`config.mk`:
```
export PLATFORM = sky130hd
export DESIGN_NAME = xirq_ctl_reg
export DESIGN_NICKNAME = d
export VERILOG_FILES = /design/src/rtl/xirq_pkg.sv /design/src/rtl/xirq_bus_dec.sv /design/src/rtl/xirq_src_slice.sv /design/src/rtl/xirq_irq_merge.sv /design/src/rtl/xirq_ctl_reg.sv
export SDC_FILE = /design/constraint.sdc
export NUM_CORES = 1
export LEC_CHECK = 0
export BUFFER_PORTS_ARGS = -buffer_cell sky130_fd_sc_hd__buf_2
export CORE_AREA = 3 3 40 42
export CTS_BUF_LIST = sky130_fd_sc_hd__clkbuf_8
export CTS_CLUSTER_SIZE = 40
export DETAILED_ROUTE_END_ITERATION = 8
export DIE_AREA = 0 0 43 45
export PLACE_DENSITY = 0.62
export SKIP_LAST_GASP = 1
export SLEW_MARGIN = 5
export SYNTH_ARGS = -nofsm -noshare
export SYNTH_HDL_FRONTEND = slang
export SYNTH_SLANG_ARGS = --single-unit
```
`constraint.sdc`:
```
create_clock -name clk -period 0.8 [get_ports clk]
set_input_delay 0.04 -clock clk [delete_from_list [all_inputs] [get_ports clk]]
set_output_delay 0.04 -clock clk [all_outputs]
set_load 0.02 [all_outputs]
```
`src/rtl/xirq_pkg.sv`:
```
package xirq_pkg;
  localparam int DATA_W        = 8;
  localparam int NUM_SRC       = 2;
  localparam int SRC_PIN       = 0;
  localparam int SRC_PORT      = 1;
  localparam int BIT_PIN_EN    = 7;
  localparam int BIT_PORT_EN   = 5;
  localparam int BIT_PIN_FLG   = 3;
  localparam int BIT_PORT_FLG  = 1;
  localparam int BIT_ACK       = 0;

  typedef struct packed {
    logic               en_load;
    logic [NUM_SRC-1:0] en_val;
    logic               ack;
  } xirq_wcmd_t;

  function automatic int en_bit(input int src);
    return (src == SRC_PIN) ? BIT_PIN_EN : BIT_PORT_EN;
  endfunction

  function automatic int flg_bit(input int src);
    return (src == SRC_PIN) ? BIT_PIN_FLG : BIT_PORT_FLG;
  endfunction
endpackage

```
`src/rtl/xirq_bus_dec.sv`:
```
module xirq_bus_dec
  import xirq_pkg::*;
#(
  parameter int              ADDR_W   = 8,
  parameter logic [ADDR_W-1:0] REG_ADDR = 8'h1F
) (
  input  logic [ADDR_W-1:0] bus_addr,
  input  logic              bus_rd,
  input  logic              bus_wr,
  input  logic [DATA_W-1:0] bus_wdata,
  input  logic [NUM_SRC-1:0] en_q,
  input  logic [NUM_SRC-1:0] flg_q,
  output xirq_wcmd_t        wcmd,
  output logic [DATA_W-1:0] bus_rdata
);
  logic hit;
  logic [DATA_W-1:0] img;
  logic unused_wbits;

  assign hit = (bus_addr == REG_ADDR);

  always_comb begin
    img = '0;
    for (int s = 0; s < NUM_SRC; s++) begin
      img[en_bit(s)]  = en_q[s];
      img[flg_bit(s)] = flg_q[s];
    end
  end

  assign bus_rdata = (hit && bus_rd) ? img : '0;

  always_comb begin
    wcmd.en_load = hit && bus_wr;
    wcmd.ack     = hit && bus_wr && bus_wdata[BIT_ACK];
    for (int s = 0; s < NUM_SRC; s++)
      wcmd.en_val[s] = bus_wdata[en_bit(s)];
  end

  assign unused_wbits = ^{bus_wdata[6], bus_wdata[4:1]};
endmodule

```
`src/rtl/xirq_src_slice.sv`:
```
module xirq_src_slice #(
  parameter logic EN_RST     = 1'b0,
  parameter bit   WAKE_FORCE = 1'b0
) (
  input  logic clk,
  input  logic rst_n,
  input  logic en_load,
  input  logic en_val,
  input  logic ack,
  input  logic evt,
  input  logic wake,
  output logic en_q,
  output logic flg_q,
  output logic req
);
  logic en_d;
  logic unused_wake;

  generate
    if (WAKE_FORCE) begin : g_wake
      assign en_d = wake ? 1'b1 : (en_load ? en_val : en_q);
      assign unused_wake = 1'b0;
    end else begin : g_nowake
      assign en_d = en_load ? en_val : en_q;
      assign unused_wake = wake;
    end
  endgenerate

  always_ff @(posedge clk or negedge rst_n) begin
    if (!rst_n) begin
      en_q  <= EN_RST;
      flg_q <= 1'b0;
    end else begin
      en_q <= en_d;
      if (evt)      flg_q <= 1'b1;
      else if (ack) flg_q <= 1'b0;
    end
  end

  assign req = en_q & flg_q;

  AST_EVT_SETS_FLAG: assert property (@(posedge clk) disable iff (!rst_n)
    evt |=> flg_q);
  AST_SET_BEATS_ACK: assert property (@(posedge clk) disable iff (!rst_n)
    (evt && ack) |=> flg_q);
  AST_ACK_CLEARS: assert property (@(posedge clk) disable iff (!rst_n)
    (ack && !evt) |=> !flg_q);
  AST_FLAG_HOLDS: assert property (@(posedge clk) disable iff (!rst_n)
    (!ack && !evt) |=> $stable(flg_q));
  generate
    if (WAKE_FORCE) begin : g_wake_chk
      AST_WAKE_FORCES_EN: assert property (@(posedge clk) disable iff (!rst_n)
        wake |=> en_q);
    end
  endgenerate
endmodule

```
`src/rtl/xirq_irq_merge.sv`:
```
module xirq_irq_merge #(
  parameter int NUM_SRC = 2
) (
  input  logic               clk,
  input  logic               rst_n,
  input  logic [NUM_SRC-1:0] req,
  output logic               irq_req
);
  always_ff @(posedge clk or negedge rst_n) begin
    if (!rst_n) irq_req <= 1'b0;
    else        irq_req <= |req;
  end

  AST_IRQ_QUIET: assert property (@(posedge clk) disable iff (!rst_n)
    (req == '0) |=> !irq_req);
  AST_IRQ_RAISE: assert property (@(posedge clk) disable iff (!rst_n)
    (req != '0) |=> irq_req);
endmodule

```
`src/rtl/xirq_ctl_reg.sv`:
```
module xirq_ctl_reg
  import xirq_pkg::*;
#(
  parameter int                ADDR_W   = 8,
  parameter logic [ADDR_W-1:0] REG_ADDR = 8'h1F
) (
  input  logic              clk,
  input  logic              rst_n,
  input  logic [ADDR_W-1:0] bus_addr,
  input  logic              bus_rd,
  input  logic              bus_wr,
  input  logic [7:0]        bus_wdata,
  output logic [7:0]        bus_rdata,
  input  logic              pin_evt,
  input  logic              port_evt,
  input  logic              core_stop,
  input  logic              core_wait,
  output logic              irq_req
);
  xirq_wcmd_t         wcmd;
  logic [NUM_SRC-1:0] en_q;
  logic [NUM_SRC-1:0] flg_q;
  logic [NUM_SRC-1:0] req;
  logic [NUM_SRC-1:0] evt;
  logic               wake;

  assign evt[SRC_PIN]  = pin_evt;
  assign evt[SRC_PORT] = port_evt;
  assign wake          = core_stop | core_wait;

  xirq_bus_dec #(.ADDR_W(ADDR_W), .REG_ADDR(REG_ADDR)) dec_i (
    .bus_addr (bus_addr),
    .bus_rd   (bus_rd),
    .bus_wr   (bus_wr),
    .bus_wdata(bus_wdata),
    .en_q     (en_q),
    .flg_q    (flg_q),
    .wcmd     (wcmd),
    .bus_rdata(bus_rdata)
  );

  generate
    for (genvar s = 0; s < NUM_SRC; s++) begin : g_src
      xirq_src_slice #(
        .EN_RST    (s == SRC_PIN),
        .WAKE_FORCE(s == SRC_PIN)
      ) slice_i (
        .clk    (clk),
        .rst_n  (rst_n),
        .en_load(wcmd.en_load),
        .en_val (wcmd.en_val[s]),
        .ack    (wcmd.ack),
        .evt    (evt[s]),
        .wake   (wake),
        .en_q   (en_q[s]),
        .flg_q  (flg_q[s]),
        .req    (req[s])
      );
    end
  endgenerate

  xirq_irq_merge #(.NUM_SRC(NUM_SRC)) merge_i (
    .clk    (clk),
    .rst_n  (rst_n),
    .req    (req),
    .irq_req(irq_req)
  );

  AST_SPARE_BITS_ZERO: assert property (@(posedge clk) disable iff (!rst_n)
    (bus_rdata[6] == 1'b0) && (bus_rdata[4] == 1'b0) && (bus_rdata[2] == 1'b0) && (bus_rdata[0] == 1'b0));
  AST_MISS_READS_ZERO: assert property (@(posedge clk) disable iff (!rst_n)
    (bus_addr != REG_ADDR) |-> (bus_rdata == 8'h00));
  AST_MISS_WRITE_IGNORED: assert property (@(posedge clk) disable iff (!rst_n)
    (bus_wr && bus_addr != REG_ADDR && !core_stop && !core_wait) |=> $stable(en_q));
endmodule

```
==> results.sh <==
export IMPL_outcome="complete, but fails checks"
export IMPL_violations="negative setup slack"
export IMPL_synthDistinctLibCells=16
export IMPL_cts_buffers=3
export IMPL_grt_setup_unrepaired="yes"
export IMPL_maxCapViolCount=0
export IMPL_intPower_uw=643
export IMPL_grt_pass1_vias=321
export IMPL_yosys_top_cells_area="dfrtp_1, buf_4, dfstp_2, and3_1, nor4_4"
export IMPL_hold_viol=0
export IMPL_cts_sinks=5
export IMPL_multi_input_area_um2=185
export IMPL_total_power_uw=825
export IMPL_dr_total_vias=340
export IMPL_ios=33
export IMPL_avgSynthCellArea_um2=9.93
export IMPL_drive_gt1_share_pct=66.2
export IMPL_insertion_delay_ns=0.22
export IMPL_wl_per_cell_um=11.6
export IMPL_synth_edf_count=0
export IMPL_firstDrtPassIters=3
export IMPL_antenna_found_initial=0
export IMPL_swShare_pct=22.0
export IMPL_grt_pass1_wl_um=1300
export IMPL_netlist_area_um2=308
export IMPL_synth_seq_cells=5
export IMPL_setup_violations_final=9
export IMPL_combinationalPowerShare_pct=13.8
export IMPL_syn_inst=31
export IMPL_fin_crit_ns=1.06
export IMPL_fp_dieH_um=45
export IMPL_final_seq_area_um2=126
export IMPL_synth_common_cells="and3_1, buf_4, dfrtp_1"
export IMPL_num_antenna_cells=0
export IMPL_routed_via_density=4.25
export IMPL_drtAntennaViolNets=0
export IMPL_drc=0
export IMPL_h_tree_depth=1
export IMPL_cp_end_kind="primary output"
export IMPL_area_growth_pct=97.2
export IMPL_tritoncts="yes"
export IMPL_die_width_um=43
export IMPL_grt_util_all_layers_pct=9.82
export IMPL_ys_seq_area_share_pct=41.1
export IMPL_cts_root_buf="clkbuf_8"
export IMPL_grt_max_degree=6
export IMPL_synth_top_area_share_pct=32.5
export IMPL_holdWs_ns=0.0278
export IMPL_gp_congestion=0.621
export IMPL_powerDensity_mw_per_mm2=1360
export IMPL_timing_fmax_ghz=0.942
export IMPL_numPortBuffers=23
export IMPL_core_area_mm2=0.00128
export IMPL_switching_power_uw=182
export IMPL_synth_warnings=0
export IMPL_wl_um=925
export IMPL_drt_iter0_markers=2
export IMPL_yosys_area_top_type="dfrtp_1"
export IMPL_fin_crit_sh_pct=133
export IMPL_p_leak_uw=0.000306
export IMPL_place_ws_ns=-0.337
export IMPL_crit_required_ns=0.76
export IMPL_grt_overflow=0
export IMPL_crit_type="flop to primary output"
export IMPL_vdd_ir_drop_max_v=0.000888
export IMPL_hold_class="input port to flop"
export IMPL_clkTransAtPathRegs_ns=0.04
export IMPL_clock_power_share_pct=54.7
export IMPL_post_route_util_pct=47.2
export IMPL_cp_max_fo=2
export IMPL_setup_tns_ns=-1.15
export IMPL_synthFlopType="dfrtp_1"
export IMPL_die_area_mm2=0.00194
export IMPL_start_util_pct=24.0
export IMPL_fin_nets=90
export IMPL_n_fill_cell=128
export IMPL_synthArstFlopShare_pct=100
export IMPL_cp_start_kind="flop"
export IMPL_cp_arrival_ns=1.02
export IMPL_fin_ws_ns=-0.261
export IMPL_slew_violations=0
export IMPL_seq_power_share_pct=31.5
export IMPL_std_cell_rows=13
export IMPL_skew_ns=0.00481
export IMPL_clockBufferDepth=2
==> worst max-delay path, stage by stage (launching register included) <==
cell and delay (ns):
dfstp_2 0.52, and3_4 0.17, buf_6 0.11
==> cell families (layout without fill, tap and decap cells) <==
group                  after synthesis  in the layout  synth area share [%]
AOI/OAI and AO/OA                    3              3                  6.91
DFF                                  5              5                  41.1
muxes                                2              2                  8.13
and+or+nand+nor                     13             13                  29.3
buffers and inverters                7             38                  13.4
other                                1              4                  1.22
==> timing repair <==
item | CTS | global route
setup endpoints to repair | 8 | 9
pin swaps | 6 | 1
buffers inserted | 4 | 0
hold endpoints to repair | 5 | 0
hold buffers | 1 | 0
gates resized for setup | 13 | 5
==> layer usage <==
metal / global-route usage [%] / wire (um) / part of all wire (%)
met3: 5.18 / 82 / 8.9
met2: 18.9 / 535 / 58
met1: 7.90 / 290 / 31
met4: 5.42 / 17 / 1.8
met5: 0 / 0 / 0
==> final cells by class <==
| class | count | share of cell area, % |
|---|---|---|
| Multi-Input combinational cell | 22 | 30.5 |
| Tap cell | 15 | 3.09 |
| Clock buffer | 3 | 6.80 |
| Timing Repair Buffer | 31 | 36.3 |
| Sequential cell | 5 | 20.8 |
| Inverter | 3 | 1.86 |
| Clock inverter | 1 | 0.619 |
==> final timing paths <==
| kind | startpoint | endpoint | slack (ns) | cells after the start |
|---|---|---|---|---|
| worst min-delay path | bus_wdata[0] | g_src[1].slice_i.flg_q$_DFFE_PN0P_ | 0.03 | 2 |
| worst max register to register | g_src[1].slice_i.en_q$_DFFE_PN0P_ | g_src[1].slice_i.en_q$_DFFE_PN0P_ | -0.09 | 2 |
| max in group asynchronous | rst_n | g_src[0].slice_i.en_q$_DFFE_PN1P_ | 0.42 | 2 |
| min in group asynchronous | rst_n | merge_i.irq_req$_DFF_PN0_ | 0.17 | 2 |
| worst max-delay path | g_src[0].slice_i.en_q$_DFFE_PN1P_ | bus_rdata[7] | -0.26 | 2 |
| worst min register to register | g_src[1].slice_i.flg_q$_DFFE_PN0P_ | merge_i.irq_req$_DFF_PN0_ | 0.61 | 2 |
==> metrics by stage <==
step           cells  cell area (um^2)
5_1_grt           80               607
2_1_floorplan     34               328
6_report          80               607
4_1_cts           80               587
3_5_place_dp      71               454
3_3_place_gp      71               454
==> flip-flops by register name, summed over array words and instances, names as in the netlist <==
| signal | flops |
|---|---|
| g_src.slice_i.en_q | 2 |
| g_src.slice_i.flg_q | 2 |
| merge_i.irq_req | 1 |
==> power by group through the flow <==
stage	sequential [uW]	clock, uW	combinational, uW
final	259	451	114
after global routing	259	482	124
after CTS	259	457	107
after detailed placement	262	0	91.7
after global placement	262	0	89.8
after floorplan	262	0	53.6
==> placed cells by master (no fill, tap or decap), drive strengths merged <==
master	count
a22o	1
buf	30
and3	4
nor3	3
a31oi	2
clkbuf	3
dlygate4sd3	1
mux2i	1
or2	1
nor2	2
dfstp	1
inv	4
nand4	1
nand2b	1
mux2	1
nor4	1
conb	4
dfrtp	4
(Power assumes the default switching activity.)
